[config.mk]
export PLATFORM = sky130hd
export DESIGN_NAME = usb_port_wake_reg
export DESIGN_NICKNAME = d
export VERILOG_FILES = /design/src/rtl/uwr_pkg.sv /design/src/rtl/uwr_sync.sv /design/src/rtl/uwr_evt.sv /design/src/rtl/uwr_ctrl.sv /design/src/rtl/usb_port_wake_reg.sv
export SDC_FILE = /design/constraint.sdc
export NUM_CORES = 1
export LEC_CHECK = 0
export BUFFER_PORTS_ARGS = -buffer_cell sky130_fd_sc_hd__buf_2
export CORE_UTILIZATION = 30
export DETAILED_ROUTE_END_ITERATION = 7
export PLACE_DENSITY_LB_ADDON = 0.12
export SYNTH_ARGS = -nofsm -noshare
export SYNTH_HDL_FRONTEND = slang
export SYNTH_HIERARCHICAL = 1
export SYNTH_SLANG_ARGS = --single-unit
[constraint.sdc]
create_clock -name clk -period 1.3 [get_ports clk]
set_clock_uncertainty 0.2 [all_clocks]
set_input_delay 0.065 -clock clk [delete_from_list [all_inputs] [get_ports clk]]
set_output_delay 0.065 -clock clk [all_outputs]
set_load 0.005 [all_outputs]
[src/rtl/uwr_pkg.sv]
package uwr_pkg;

    // Bit positions the read word is decoded by
    localparam int BIT_CONN  = 0;
    localparam int BIT_OVC   = 4;
    localparam int CTRL_LSB  = 13;
    localparam int CTRL_W    = 10;
    localparam int CTRL_MSB  = CTRL_LSB + CTRL_W - 1;
    localparam int WORD_W    = 32;

    typedef enum logic [3:0] {
        TM_NORMAL  = 4'd0,
        TM_J       = 4'd1,
        TM_K       = 4'd2,
        TM_SE0_NAK = 4'd3,
        TM_PACKET  = 4'd4,
        TM_FORCE   = 4'd5
    } tmode_e;

    // Packed so that it lines up with word bits 22:13
    typedef struct packed {
        logic       wk_ovc;
        logic       wk_disc;
        logic       wk_conn;
        logic [3:0] tmode;
        logic [1:0] rsv;
        logic       owner;
    } ctrl_t;

    localparam ctrl_t CTRL_RESET = '{wk_ovc: 1'b0, wk_disc: 1'b0, wk_conn: 1'b0,
                                     tmode: TM_NORMAL, rsv: 2'b00, owner: 1'b1};

    typedef struct packed {
        logic conn;
        logic ovc;
    } stat_t;

    function automatic logic [WORD_W-1:0] pack_word(input ctrl_t c, input stat_t s);
        logic [WORD_W-1:0] w;
        w = '0;
        w[CTRL_MSB:CTRL_LSB] = c;
        w[BIT_CONN] = s.conn;
        w[BIT_OVC]  = s.ovc;
        return w;
    endfunction

endpackage

[src/rtl/uwr_sync.sv]
module uwr_sync #(
    parameter int WIDTH  = 2,
    parameter int STAGES = 2
) (
    input  logic             clk,
    input  logic             rst,
    input  logic [WIDTH-1:0] d_async,
    output logic [WIDTH-1:0] q_sync
);
    genvar b;
    generate
        for (b = 0; b < WIDTH; b++) begin : g_bit
            logic [STAGES-1:0] chain;
            always_ff @(posedge clk) begin
                if (rst) chain <= '0;
                else if (STAGES == 1) chain <= d_async[b];
                else chain <= {chain[STAGES-2:0], d_async[b]};
            end
            assign q_sync[b] = chain[STAGES-1];
        end
    endgenerate
endmodule

[src/rtl/uwr_evt.sv]
module uwr_evt
    import uwr_pkg::*;
(
    input  logic  clk,
    input  logic  rst,
    input  stat_t stat,
    input  ctrl_t ctrl,
    output logic  pme_pulse
);
    stat_t prev;
    logic  ev_conn, ev_disc, ev_ovc;

    always_comb begin
        ev_conn = ctrl.wk_conn &  stat.conn & ~prev.conn;
        ev_disc = ctrl.wk_disc & ~stat.conn &  prev.conn;
        ev_ovc  = ctrl.wk_ovc  &  stat.ovc  & ~prev.ovc;
    end

    always_ff @(posedge clk) begin
        if (rst) begin
            prev      <= '0;
            pme_pulse <= 1'b0;
        end else begin
            prev      <= stat;
            pme_pulse <= ev_conn | ev_disc | ev_ovc;
        end
    end
endmodule

[src/rtl/uwr_ctrl.sv]
module uwr_ctrl
    import uwr_pkg::*;
(
    input  logic              clk,
    input  logic              rst,
    input  logic              wr_en,
    input  logic [WORD_W-1:0] wr_data,
    input  logic              cfg_flag,
    output ctrl_t             ctrl
);
    logic  cfg_prev;
    logic  cfg_rise;
    ctrl_t nxt;

    assign cfg_rise = cfg_flag & ~cfg_prev;

    always_comb begin
        nxt = ctrl;
        if (wr_en) nxt = ctrl_t'(wr_data[CTRL_MSB:CTRL_LSB]);
        if (cfg_rise) nxt.owner = 1'b0;
    end

    always_ff @(posedge clk) begin
        if (rst) begin
            ctrl     <= CTRL_RESET;
            cfg_prev <= 1'b0;
        end else begin
            ctrl     <= nxt;
            cfg_prev <= cfg_flag;
        end
    end
endmodule

[src/rtl/usb_port_wake_reg.sv]
module usb_port_wake_reg
    import uwr_pkg::*;
#(
    parameter int SYNC_STAGES = 2
) (
    input  logic        clk,
    input  logic        rst,
    input  logic        wr_en,
    input  logic [31:0] wr_data,
    output logic [31:0] rd_data,
    input  logic        conn_in,
    input  logic        ovc_in,
    input  logic        cfg_flag,
    output logic        pme_pulse,
    output logic        port_owner,
    output logic [3:0]  test_mode,
    output logic        test_active
);
    ctrl_t      ctrl;
    stat_t      stat;
    logic [1:0] st_sync;

    uwr_sync #(.WIDTH(2), .STAGES(SYNC_STAGES)) u_sync (
        .clk     (clk),
        .rst     (rst),
        .d_async ({conn_in, ovc_in}),
        .q_sync  (st_sync)
    );

    assign stat = stat_t'(st_sync);

    uwr_ctrl u_ctrl (
        .clk      (clk),
        .rst      (rst),
        .wr_en    (wr_en),
        .wr_data  (wr_data),
        .cfg_flag (cfg_flag),
        .ctrl     (ctrl)
    );

    uwr_evt u_evt (
        .clk       (clk),
        .rst       (rst),
        .stat      (stat),
        .ctrl      (ctrl),
        .pme_pulse (pme_pulse)
    );

    assign rd_data     = pack_word(ctrl, stat);
    assign port_owner  = ctrl.owner;
    assign test_mode   = ctrl.tmode;
    assign test_active = (ctrl.tmode != TM_NORMAL);
endmodule

======== After elaboration in Yosys (flattened, before gate mapping) ========
Index checks and enable logic that the tools add are counted.
word-level totals
  output and inout bits ................... 39
  input bits .............................. 38
  word-level logic and storage cells ...... 29
  register bits ........................... 18
operators by class
  muxes and demuxes ....................... 2
  reduce and logical (&&, ||, !) cells .... 2
  bitwise gates (word level) .............. 13
operators by type and width
  cell                count
  $and A1 B1 Y1       7
  $not A1 Y1          4
  $reduce_bool A4 Y1  1
  $mux W1             2
  $or A1 B1 Y1        2
  $reduce_bool A2 Y1  1

======== Longest topological paths before layout ========
  word-level depth ........................ 5
  mapped depth ............................ 3
  mapped depth without buffers ............ 2

======== By module ========
The synthesis kept the hierarchy.
by module, submodules not included
  module             seq. area each (sq um)  cells an instance  instances  area an instance (sq um)
  uwr_ctrl           220.2                   35                 1          390.4
  usb_port_wake_reg  0.0                     27                 1          198.9
  uwr_sync           80.1                    10                 1          120.1
  uwr_evt            60.1                    9                  1          101.3

======== Worst setup path after synthesis ========
No wires, ideal clock.
  path kind ............................... register -> output
  from .................................... register u_ctrl/ctrl[4] (netlist name)
  to ...................................... output test_active
  cell stages (with the launch flop) ...... 2
  arrival time ............................ 0.845 ns
  required time ........................... 1.035 ns
  path buffers ............................ 0
  path slack .............................. 0.190 ns
  cells stage by stage .................... dfxtp_1 -> or4_1
on the way
  word-level cells in the longest chain between the ends .. 1
ends and longest elaborated chain
  element             line                     source
  $reduce_bool A4 Y1  usb_port_wake_reg.sv:52  assign test_active = (ctrl.tmode != TM_NORMAL);
  end, declared       usb_port_wake_reg.sv:17  output logic test_active
No other way between the ends.

======== Worst setup path after layout ========
  from .................................... register u_ctrl/ctrl[5] (netlist name)
  to ...................................... output test_active
on the way
  word-level cells in the longest chain between the ends .. 1
ends and longest elaborated chain
  element             line
  $reduce_bool A4 Y1  usb_port_wake_reg.sv:52
No other way between the ends.

==> load_flow_metrics.sql <==
INSERT INTO impl_metrics (metric_group, metric, value, unit) VALUES
('yosys', 'synth_warnings', '6', ''),
('cells_and_area', 'area.growth.synth_to_final', '32.7', '%'),
('clock_tree', 'tritoncts_num_sinks', '18', ''),
('power', 'power.share.sequential', '54.0', '%'),
('detailed_routing', 'routed-via-count', '594', ''),
('clock_tree', 'clock_root_buffer_master', 'sky130_fd_sc_hd__clkbuf_4', ''),
('min_path', 'terminating_pin_of_the_worst_hold_path', 'u_ctrl/ctrl[9]', ''),
('yosys', 'synth-xor-area-share', '0', '%'),
('yosys', 'ys_seq_area_share', '44.4', '%'),
('clock_tree', 'clkSlewWorstSetupHoldPaths', '0.10', 'ns'),
('yosys', 'synth-simple-area-share', '14.0', '%'),
('detailed_routing', 'wl_per_cell', '9.22', 'µm'),
('cells_and_area', 'layout_cell_share_with_drive_strength_beyond_1', '35.2', '%'),
('timing', 'timing.fmax', '653', 'MHz'),
('detailed_routing', 'dr.first_iter.drc_count', '2', ''),
('die', 'die_width', '54.0', 'µm'),
('clock_tree', 'cts_tree', 'built', ''),
('timing', 'finalCritPeriodShare', '118', '%'),
('power', 'power.share.combinational', '16.0', '%'),
('yosys', 'postSynthCellCount', '81', ''),
('clock_tree', 'clock_tree.buffer_depth', '2', ''),
('yosys', 'complex_gate_fraction_of_the_synthesized_area', '1.70', '%'),
('global_routing', 'grt_usage', '9.59', '%'),
('cells_and_area', 'final_layout_net_count', '164', ''),
('run_status', 'failed_checks', 'setup timing', ''),
('cells_and_area', 'n_antenna_cell', '0', ''),
('critical_path', 'cp_data_required_time', '1.03', 'ns'),
('timing', 'setup_violations', '1', ''),
('detailed_routing', 'wire_length_reported_by_the_detailed_router', '1430', 'µm'),
('yosys', 'postSynthAreaPerCell', '10.0', 'µm²'),
('critical_path', 'criticalPathCategory', 'flip-flop to output pin', ''),
('place', 'placement.setup.worst_slack', '0.0870', 'ns'),
('critical_path', 'cp_endpoint_kind', 'output pin', ''),
('die', 'core-area', '0.00252', 'mm²'),
('die', 'fp-row-count', '18', ''),
('critical_path', 'worst-path-max-fanout', '2', ''),
('yosys', 'synthMuxAreaShare', '12.3', '%'),
('yosys', 'synth_cell_type_count', '12', ''),
('place', 'dp_hpwl', '904', 'µm'),
('cells_and_area', 'layout.cells.non_filler', '155', ''),
('die', 'die-area', '0.00291', 'mm²'),
('global_routing', 'grt.met2_usage', '16.9', '%'),
('yosys', 'combinational_family_with_the_most_area_after_synthesis', 'buffers and inverters', ''),
('detailed_routing', 'drt.antenna.violating_nets', '0', ''),
('clock_tree', 'h-tree-depth', '1', ''),
('detailed_routing', 'detail_route.first_pass.iterations', '2', ''),
('critical_path', 'cells_on_worst_reg2reg_path', '3', ''),
('min_path', 'min-delay-start', 'wr_en', ''),
('global_routing', 'first_global_vias', '450', ''),
('timing', 'grt_setup_unrepaired', 'yes', ''),
('detailed_routing', 'drc', '0', ''),
('place', 'rd_place_congestion', '0.531', ''),
('place', 'port_buffers', '34', ''),
('timing', 'final_number_of_hold_violating_endpoints', '0', ''),
('timing', 'setup_ws', '-0.231', 'ns'),
('global_routing', 'initial_antenna_violation_count', '0', ''),
('cells_and_area', 'post-route-util', '42.7', '%'),
('power', 'power.internal', '856', 'µW'),
('timing', 'slew_violations', '0', ''),
('power', 'static-leakage-power', '0.562', 'nW'),
('detailed_routing', 'post_drt_via_cell_ratio', '3.83', ''),
('run_status', 'run_status', 'finished with violations', ''),
('power', 'netSwitchingFraction', '22.5', '%'),
('power', 'net-switching-power', '249', 'µW'),
('power', 'max-vdd-ir-drop', '0.000570', 'V'),
('die', 'boundaryPins', '77', ''),
('min_path', 'hold_class', 'input port to flip-flop', ''),
('die', 'die_h', '54.0', 'µm'),
('timing', 'setup_tns_final', '-0.231', 'ns'),
('critical_path', 'worst-r2r-setup-slack', '0.36', 'ns'),
('critical_path', 'arrival', '1.27', 'ns');
-- worst max path at each step --
stage	slack, ns	end
after floorplan	0.19	test_active
after global placement	0.1	test_active
after detailed placement	0.09	test_active
after CTS	-0.22	test_active
after global routing	-0.28	test_active
final	-0.23	test_active
-- worst max-delay path: stages, from the launching register on --
cell,delay [ns]
sky130_fd_sc_hd__dfxtp_2,0.33
sky130_fd_sc_hd__or4_4,0.53
sky130_fd_sc_hd__buf_6,0.13
-- cells in the mapped netlist --
library cell | instances | share of area (%)
sky130_fd_sc_hd__a31oi_1 | 1 | 0.77
sky130_fd_sc_hd__buf_2 | 1 | 0.62
sky130_fd_sc_hd__buf_4 | 27 | 25
sky130_fd_sc_hd__buf_6 | 1 | 1.4
sky130_fd_sc_hd__conb_1 | 1 | 0.46
sky130_fd_sc_hd__dfxtp_1 | 18 | 44
sky130_fd_sc_hd__mux2i_1 | 10 | 12
sky130_fd_sc_hd__nand3b_1 | 3 | 2.8
sky130_fd_sc_hd__nor2_1 | 9 | 4.2
sky130_fd_sc_hd__nor2b_1 | 8 | 6.2
sky130_fd_sc_hd__o21bai_1 | 1 | 0.93
sky130_fd_sc_hd__or4_1 | 1 | 0.93
-- per-layer routing --
layer | vias to the layer above | wire length, µm
met2 | 28 | 724
li1 | 299 | -
met5 | - | 0
met3 | 0 | 90
met4 | 0 | 0
met1 | 267 | 614
-- through the flow --
stage	area, µm²	power, mW
6_report	1080	1.11
5_1_grt	1080	1.18
4_1_cts	1070	1.11
3_5_place_dp	871	0.740
3_3_place_gp	871	0.737
2_1_floorplan	882	0.736
-- final cells by class --
| class | instances | area, µm² |
|---|---|---|
| clock buffers | 4 | 36.3 |
| repair buffers | 50 | 332 |
| multi-input cells | 53 | 307 |
| fillers | 262 | 1450 |
| flip-flops and latches | 18 | 364 |
| well taps | 30 | 37.5 |
-- logic make-up after synthesis --
kind of cell | Yosys count
buf+inv | 29
compound gates | 2
mux | 10
simple gates | 21
other cells | 1
flops | 18
-- timing repair --
| action | 4_1_cts | 5_1_grt |
|---|---|---|
| hold buffers | 14 | 0 |
| pin swaps | 1 | 0 |
| cloned | 0 | 0 |
| setup endpoints to repair | 1 | 1 |
| gates resized for setup | 3 | 2 |
| hold endpoints to repair | 18 | 0 |
| setup buffers | 2 | 0 |
-- power by group through the flow --
stage          Clock, mW  Sequential [mW]  Combinational (mW)
6_report           0.332            0.597               0.177
5_1_grt            0.377            0.601               0.202
4_1_cts            0.347            0.597               0.168
3_5_place_dp           0            0.610               0.130
3_3_place_gp           0            0.608               0.128
2_1_floorplan          0            0.609               0.127
-- flip-flops by register name, summed over array words and instances, names as in the netlist --
| signal | cells |
|---|---|
| u_ctrl/ctrl | 10 |
| u_sync/g_bit.chain | 4 |
| u_evt/prev | 2 |
| u_ctrl/cfg_prev | 1 |
| u_evt/pme_pulse | 1 |
(Power assumes the default switching activity.)
